<file path="src/rtl/dpmsg_pkg.sv">
package dpmsg_pkg;
    localparam int DW    = 16;
    localparam int OFS_W = 6;

    localparam logic [OFS_W-1:0] IX_STAT  = 6'h00;
    localparam logic [OFS_W-1:0] IX_PROTO = 6'h02;
    localparam logic [OFS_W-1:0] IX_MSG   = 6'h04;
    localparam logic [OFS_W-1:0] IX_LOCK  = 6'h06;
    localparam logic [OFS_W-1:0] IX_SLOT0 = 6'h08;
    localparam logic [OFS_W-1:0] IX_SLOT1 = 6'h0A;

    typedef struct packed {
        logic          srst;
        logic          ready;
        logic          out_full;
        logic          in_full;
        logic [DW-1:0] out_msg;
        logic [DW-1:0] in_msg;
        logic [1:0]    sv;      // slot valid bits
        logic          head;    // slot holding the oldest signal
        logic          ovf;
        logic          locked;
        logic [DW-1:0] slot0;
        logic [DW-1:0] slot1;
    } bank_t;

    function automatic logic [DW-1:0] status_word(bank_t b);
        return {8'h00, !b.locked, b.ovf, (|b.sv) & b.head, |b.sv,
                b.in_full, !b.out_full, b.ready, b.srst};
    endfunction

    // One access applied to the bank; returns the new bank, read data through rd.
    function automatic bank_t apply_op(bank_t s, logic from_bp, logic we,
                                       logic [OFS_W-1:0] ix, logic [DW-1:0] wd,
                                       logic [DW-1:0] proto, output logic [DW-1:0] rd);
        bank_t n;
        logic  k;
        n  = s;
        rd = '1;
        k  = s.sv[s.head] ? !s.head : s.head;
        case (ix)
            IX_STAT: begin
                rd = status_word(s);
                if (we) begin
                    n.srst = wd[0];
                    if (!from_bp) n.ready = wd[1];
                    if (wd[6])    n.ovf   = 1'b0;
                end
            end
            IX_PROTO: begin
                rd = proto;
                if (we) begin
                    if (&s.sv) n.ovf = 1'b1;
                    else begin
                        if (k) n.slot1 = wd;
                        else   n.slot0 = wd;
                        n.sv[k] = 1'b1;
                    end
                end
            end
            IX_MSG: begin
                if (we) begin
                    if (from_bp) begin n.in_msg  = wd; n.in_full  = 1'b1; end
                    else         begin n.out_msg = wd; n.out_full = 1'b1; end
                end else if (from_bp) begin
                    rd = s.out_msg; n.out_full = 1'b0;
                end else begin
                    rd = s.in_msg;  n.in_full  = 1'b0;
                end
            end
            IX_LOCK: begin
                if (we) n.locked = 1'b0;
                else begin
                    rd = {{(DW-1){1'b0}}, !s.locked};
                    n.locked = 1'b1;
                end
            end
            IX_SLOT0, IX_SLOT1: begin
                if (!from_bp && !we) begin
                    rd = ix[1] ? s.slot1 : s.slot0;
                    if (s.sv[ix[1]]) begin
                        n.sv[ix[1]] = 1'b0;
                        if (s.head == ix[1]) n.head = !s.head;
                    end
                end
            end
            default: ;
        endcase
        if (n.srst) n.ready = 1'b0;
        return n;
    endfunction
endpackage

</file>
<file path="src/rtl/dpmsg_bp_decode.sv">
module dpmsg_bp_decode #(
    parameter int              AW    = 16,
    parameter int              LA_W  = 8,
    parameter int              OFS_W = 6,
    parameter logic [AW-1:0]   BASE  = 16'hC000
) (
    input  logic             req,
    input  logic [AW-1:0]    addr,
    input  logic [LA_W-1:0]  la,
    output logic             hit,
    output logic [OFS_W-1:0] ofs
);
    localparam int TAG_W = AW - OFS_W;
    localparam logic [TAG_W-1:0] BASE_TAG = BASE[AW-1:OFS_W];

    logic [TAG_W-1:0] want;
    assign want = BASE_TAG + TAG_W'(la);
    assign hit  = req && (addr[AW-1:OFS_W] == want);
    assign ofs  = addr[OFS_W-1:0];
endmodule

</file>
<file path="src/rtl/dpmsg_arb.sv">
module dpmsg_arb #(
    parameter int OFS_W = 6
) (
    input  logic             bp_hit,
    input  logic [OFS_W-1:0] bp_ofs,
    input  logic             lcl_req,
    input  logic [OFS_W-1:0] lcl_ofs,
    input  logic             pend_v,
    output logic             conflict,
    output logic             go_new
);
    logic same;
    assign same     = bp_hit && (bp_ofs == lcl_ofs);
    assign conflict = lcl_req && !pend_v && same;
    assign go_new   = lcl_req && !pend_v && !same;
endmodule

</file>
<file path="src/rtl/dpmsg_top.sv">
module dpmsg_top
    import dpmsg_pkg::*;
#(
    parameter logic [15:0] PROTO_WORD = 16'hA5F0
) (
    input  logic        clk,
    input  logic        rst_n,
    input  logic [7:0]  la,
    input  logic        bp_req,
    input  logic        bp_we,
    input  logic [15:0] bp_addr,
    input  logic [15:0] bp_wdata,
    output logic        bp_ack,
    output logic [15:0] bp_rdata,
    input  logic        lcl_req,
    input  logic        lcl_we,
    input  logic [5:0]  lcl_addr,
    input  logic [15:0] lcl_wdata,
    output logic        lcl_ack,
    output logic [15:0] lcl_rdata
);
    typedef struct packed {
        bank_t            bank;
        logic             pend_v;
        logic             pend_we;
        logic [OFS_W-1:0] pend_ofs;
        logic [DW-1:0]    pend_wd;
        logic             bp_ack;
        logic [DW-1:0]    bp_rd;
        logic             lc_ack;
        logic [DW-1:0]    lc_rd;
    } state_t;

    state_t cur_q, nxt_d;

    logic             bp_hit;
    logic [OFS_W-1:0] bp_ix;
    logic             conflict, go_new;
    logic             loc_run, loc_we;
    logic [OFS_W-1:0] loc_ix;
    logic [DW-1:0]    loc_wd;
    logic [DW-1:0]    bp_rd_c, lc_rd_c;
    bank_t            bank_q;

    dpmsg_bp_decode #(.AW(16), .LA_W(8), .OFS_W(OFS_W)) u_dec (
        .req(bp_req), .addr(bp_addr), .la(la), .hit(bp_hit), .ofs(bp_ix)
    );

    dpmsg_arb #(.OFS_W(OFS_W)) u_arb (
        .bp_hit(bp_hit), .bp_ofs(bp_ix), .lcl_req(lcl_req), .lcl_ofs(lcl_addr),
        .pend_v(cur_q.pend_v), .conflict(conflict), .go_new(go_new)
    );

    assign loc_run = cur_q.pend_v || go_new;
    assign loc_we  = cur_q.pend_v ? cur_q.pend_we  : lcl_we;
    assign loc_ix  = cur_q.pend_v ? cur_q.pend_ofs : lcl_addr;
    assign loc_wd  = cur_q.pend_v ? cur_q.pend_wd  : lcl_wdata;
    assign bank_q  = cur_q.bank;

    always_comb begin
        bank_t b;
        nxt_d   = cur_q;
        b       = cur_q.bank;
        bp_rd_c = '1;
        lc_rd_c = '1;
        if (bp_hit)  b = apply_op(b, 1'b1, bp_we, bp_ix, bp_wdata, PROTO_WORD, bp_rd_c);
        if (loc_run) b = apply_op(b, 1'b0, loc_we, loc_ix, loc_wd, PROTO_WORD, lc_rd_c);
        nxt_d.bank     = b;
        nxt_d.pend_v   = conflict;
        nxt_d.pend_we  = lcl_we;
        nxt_d.pend_ofs = lcl_addr;
        nxt_d.pend_wd  = lcl_wdata;
        nxt_d.bp_ack   = bp_hit;
        nxt_d.bp_rd    = bp_hit  ? bp_rd_c : '0;
        nxt_d.lc_ack   = loc_run;
        nxt_d.lc_rd    = loc_run ? lc_rd_c : '0;
    end

    always_ff @(posedge clk or negedge rst_n) begin
        if (!rst_n) cur_q <= '0;
        else        cur_q <= nxt_d;
    end

    assign bp_ack    = cur_q.bp_ack;
    assign bp_rdata  = cur_q.bp_rd;
    assign lcl_ack   = cur_q.lc_ack;
    assign lcl_rdata = cur_q.lc_rd;
endmodule

</file>
<file path="config.mk">
export PLATFORM = sky130hd
export DESIGN_NAME = dpmsg_top
export DESIGN_NICKNAME = d
export VERILOG_FILES = /design/src/rtl/dpmsg_pkg.sv /design/src/rtl/dpmsg_bp_decode.sv /design/src/rtl/dpmsg_arb.sv /design/src/rtl/dpmsg_top.sv
export SDC_FILE = /design/constraint.sdc
export NUM_CORES = 1
export LEC_CHECK = 0
export ABC_AREA = 1
export BUFFER_PORTS_ARGS = -buffer_cell sky130_fd_sc_hd__buf_2
export CORE_MARGIN = 3
export CORE_UTILIZATION = 63
export DETAILED_ROUTE_END_ITERATION = 12
export PLACE_DENSITY = 0.86
export REMOVE_ABC_BUFFERS = 1
export SLEW_MARGIN = 15
export SYNTH_ARGS = -nofsm -noshare
export SYNTH_HDL_FRONTEND = slang
export SYNTH_SLANG_ARGS = --single-unit
</file>
<file path="constraint.sdc">
create_clock -name clk -period 4.6 [get_ports clk]
set_clock_uncertainty 0.05 [all_clocks]
set_input_delay 0.92 -clock clk [delete_from_list [all_inputs] [get_ports clk]]
set_output_delay 0.92 -clock clk [all_outputs]
set_load 0.005 [all_outputs]
</file>
==> flow_metrics.py <==
metrics = {
    "placement": {
        "place_inst": 1219,
        "dp_hpwl_mm": 14.28,
        "placed_area_um2": 7736,
        "io_buffers": 101,
        "gp_congestion": 0.9888,
    },
    "sta": {
        "setup_tns_ns": 0,
        "rsz0062_at_grt": "no",
        "finalHoldViolations": 0,
        "min_period_ns": 3.395,
        "setup_violations": 0,
        "slew-limit-headroom_pct": 41.42,
        "period_share_pct": 73.81,
        "drv_slew": 0,
        "tightest_slew_ns": 0.8778,
        "fmax_mhz": 294.5,
    },
    "setup_path": {
        "cp_slowest_cell": "dfrtp_1",
        "reg2reg_from": "cur_q[57]",
        "crit_fanout": 25,
        "end_kind": "flop",
        "cp_data_required_time_ns": 4.86,
        "arrival_ns": 3.65,
        "critPathMaxStageDelay_ns": 0.87,
        "crit_path_start_kind": "flop",
        "cp_num_cells": 9,
        "worstSetupPathType": "flop to flop",
        "rrSetupSlack_ns": 1.20,
        "cpLargestDelayFamily": "simple AND/OR/NAND/NOR gates",
        "crit_path_cell_trace": "inv_2, or2_2, o21a_1, nor2_2, nand3_1, nand3_1, nand2_1, nor2_1, nor2_1",
        "r2r_end": "lcl_rdata[5]",
        "ff2ff_path_depth": 9,
        "cp_num_buf_inv": 1,
    },
    "synthesis": {
        "synth_flop_cell": "dfrtp_1",
        "yosysWarnings": 0,
        "ys_ff_latch": 131,
        "synth_area_um2": 7400,
        "synth_cell_types": 38,
        "syn-mean-instance-area_um2": 7.163,
        "async_flop_share_pct": 100.0,
        "yosysSeqAreaShare_pct": 44.30,
        "synth_cells": 1033,
        "synth_edf_count": 0,
    },
    "die": {
        "fp.dieH_um": 114.4,
        "die_area_um2": 13080,
        "ios": 102,
        "start_util_pct": 66.23,
        "row_count": 38,
        "die_w_um": 114.4,
        "coreArea_um2": 11170,
    },
    "clock_network": {
        "cts_buffers": 17,
        "ctsLongestPathBuffers": 2,
        "post_cts_buffers": 0,
        "cts_resized": 0,
        "path_clk_slew_ns": 0.06,
        "root_buffer": "clkbuf_16",
        "clock_latency_ns": 0.42,
        "h-tree-depth": 4,
        "postCtsHoldBufs": 0,
        "clock_sinks": 131,
        "cts_tree": "done",
    },
    "power_and_ir_drop": {
        "leakage_nw": 4.529,
        "peakVddDrop_uv": 349.8,
        "pwr_density_cell_nw_per_um2": 347.9,
        "power_mw": 2.896,
    },
    "run": {
        "maxCapViolations": 0,
    },
    "global_route": {
        "grt_usage_pct": 32.24,
        "grt_start_max_net_pins": 69,
        "overflow": 0,
        "grt_pass1_wl_mm": 32.35,
        "grt_pass1_vias": 6411,
        "antenna_found_initial": 0,
    },
    "routing": {
        "vias_per_cell": 5.667,
        "drtAntennaViolNets": 0,
        "first_pass_iters": 5,
        "routedWlPerCell_um": 16.24,
        "num_vias": 7089,
        "drt_iter0_drc": 886,
        "wl_mm": 20.32,
        "drcViolationCount": 0,
    },
    "cells_and_area": {
        "final_cells": 1251,
        "diodes": 0,
        "area_growth_syn_to_layout_pct": 12.51,
        "drive_above_1_share_pct": 17.01,
        "design_area_um2": 8325,
        "nets": 1166,
        "utilization_pct": 74.51,
    },
    "min_path": {
        "hold_end": "bank_q[63]",
        "hp-class": "flop to flop",
        "hp-start": "bank_q[63]",
        "hold_depth": 2,
    },
    "status": {
        "status": "complete, no violations",
    },
}
-- synth_stat cells (2+ instances only) --
library cell,count,area share (%)
o211ai_1,3,0.30
buf_4,37,3.8
nand4_1,13,1.1
or2_2,3,0.25
nor3_1,6,0.41
inv_1,87,4.4
xnor2_1,6,0.71
nor2_1,67,3.4
o21ai_0,66,4.5
nor2_2,10,0.85
nand2_1,421,21
nand2_4,3,0.46
buf_6,4,0.61
a21boi_0,2,0.20
clkbuf_1,17,0.86
o21a_1,2,0.20
nor2_8,2,0.54
o21ai_2,6,0.71
nor2_4,6,0.91
buf_1,2,0.10
a31oi_1,3,0.25
dfrtp_1,131,44
a21oi_1,25,1.7
nand3b_1,2,0.20
nand3_1,78,5.3
inv_2,6,0.30
o21ai_1,4,0.27
nand2_2,8,0.68
buf_2,4,0.27
-- routing by layer --
metal / GRT usage, % / routed length (um)
met1: 45.59 / 8372
met2: 47.54 / 8840
met3: 10.73 / 2599
met4: 9.580 / 510
met5: 0 / 0
-- power breakdown --
| group | total (mW) | internal, mW | switching (mW) |
|---|---|---|---|
| Combinational | 0.314 | 0.0967 | 0.218 |
| Clock | 1.35 | 0.817 | 0.535 |
| Sequential | 1.23 | 1.21 | 0.0231 |
| Total | 2.90 | 2.12 | 0.775 |
-- logic make-up after synthesis --
kind of cell	synth area share (%)
simple gates	35.91
buf+inv	10.37
flops	44.30
compound gates	8.590
xor+xnor	0.8286
-- worst min-delay path, stage by stage (launching register included) --
cell     delay, ns
dfrtp_1       0.34
nand2_1       0.05
nand2_1       0.04
-- worst max-delay path by stage --
stage,from,end,slack [ns]
2_1_floorplan,bp_addr[9],bank_q[10],1.56
3_3_place_gp,bp_addr[4],lcl_rdata[8],1.24
3_5_place_dp,bp_addr[4],lcl_rdata[8],1.12
4_1_cts,cur_q[57],lcl_rdata[5],1.28
5_1_grt,cur_q[57],lcl_rdata[5],0.94
6_report,cur_q[57],lcl_rdata[5],1.20
-- state kept, by name, summed over array words and instances (netlist names) --
signal     count
bank_q        73
bp_ack         1
bp_rdata      16
cur_q         24
lcl_ack        1
lcl_rdata     16
-- area by class of cell --
| type | instances | area, um2 |
|---|---|---|
| inverters | 94 | 352.8 |
| clock buffers | 18 | 439.2 |
| clock inverters | 14 | 150.1 |
| well taps | 140 | 175.2 |
| fillers | 886 | 2848 |
| repair buffers | 110 | 575.6 |
| flip-flops and latches | 131 | 3278 |
| multi-input cells | 744 | 3354 |
-- cells in the final DEF (no fill, tap or decap), types with 4 or more instances in the layout --
cell type  synthesis  layout
xnor2_1            6       6
o21ai_1            4       4
o21ai_0           66      66
nand2_1          421     421
nor2_1            67      67
a21oi_1           25      25
nand2_2            8       8
inv_6              0       5
buf_2              4     100
clkbuf_16          0      17
inv_1             87      87
nor2_4             6       6
nand3_1           78      78
o21ai_2            6       6
nor2_2            10      10
buf_4             37      10
nand4_1           13      13
dfrtp_1          131     131
inv_2              6       6
nor3_1             6       6
-- through the flow --
stage	hold slack [ns]	setup WS [ns]
2_1_floorplan	0.3866	1.558
6_report	0.4178	1.205
3_3_place_gp	0.3978	1.236
3_5_place_dp	0.4036	1.124
5_1_grt	0.4363	0.9383
4_1_cts	0.4185	1.279
Note: power is estimated with default switching activity, not from simulation.
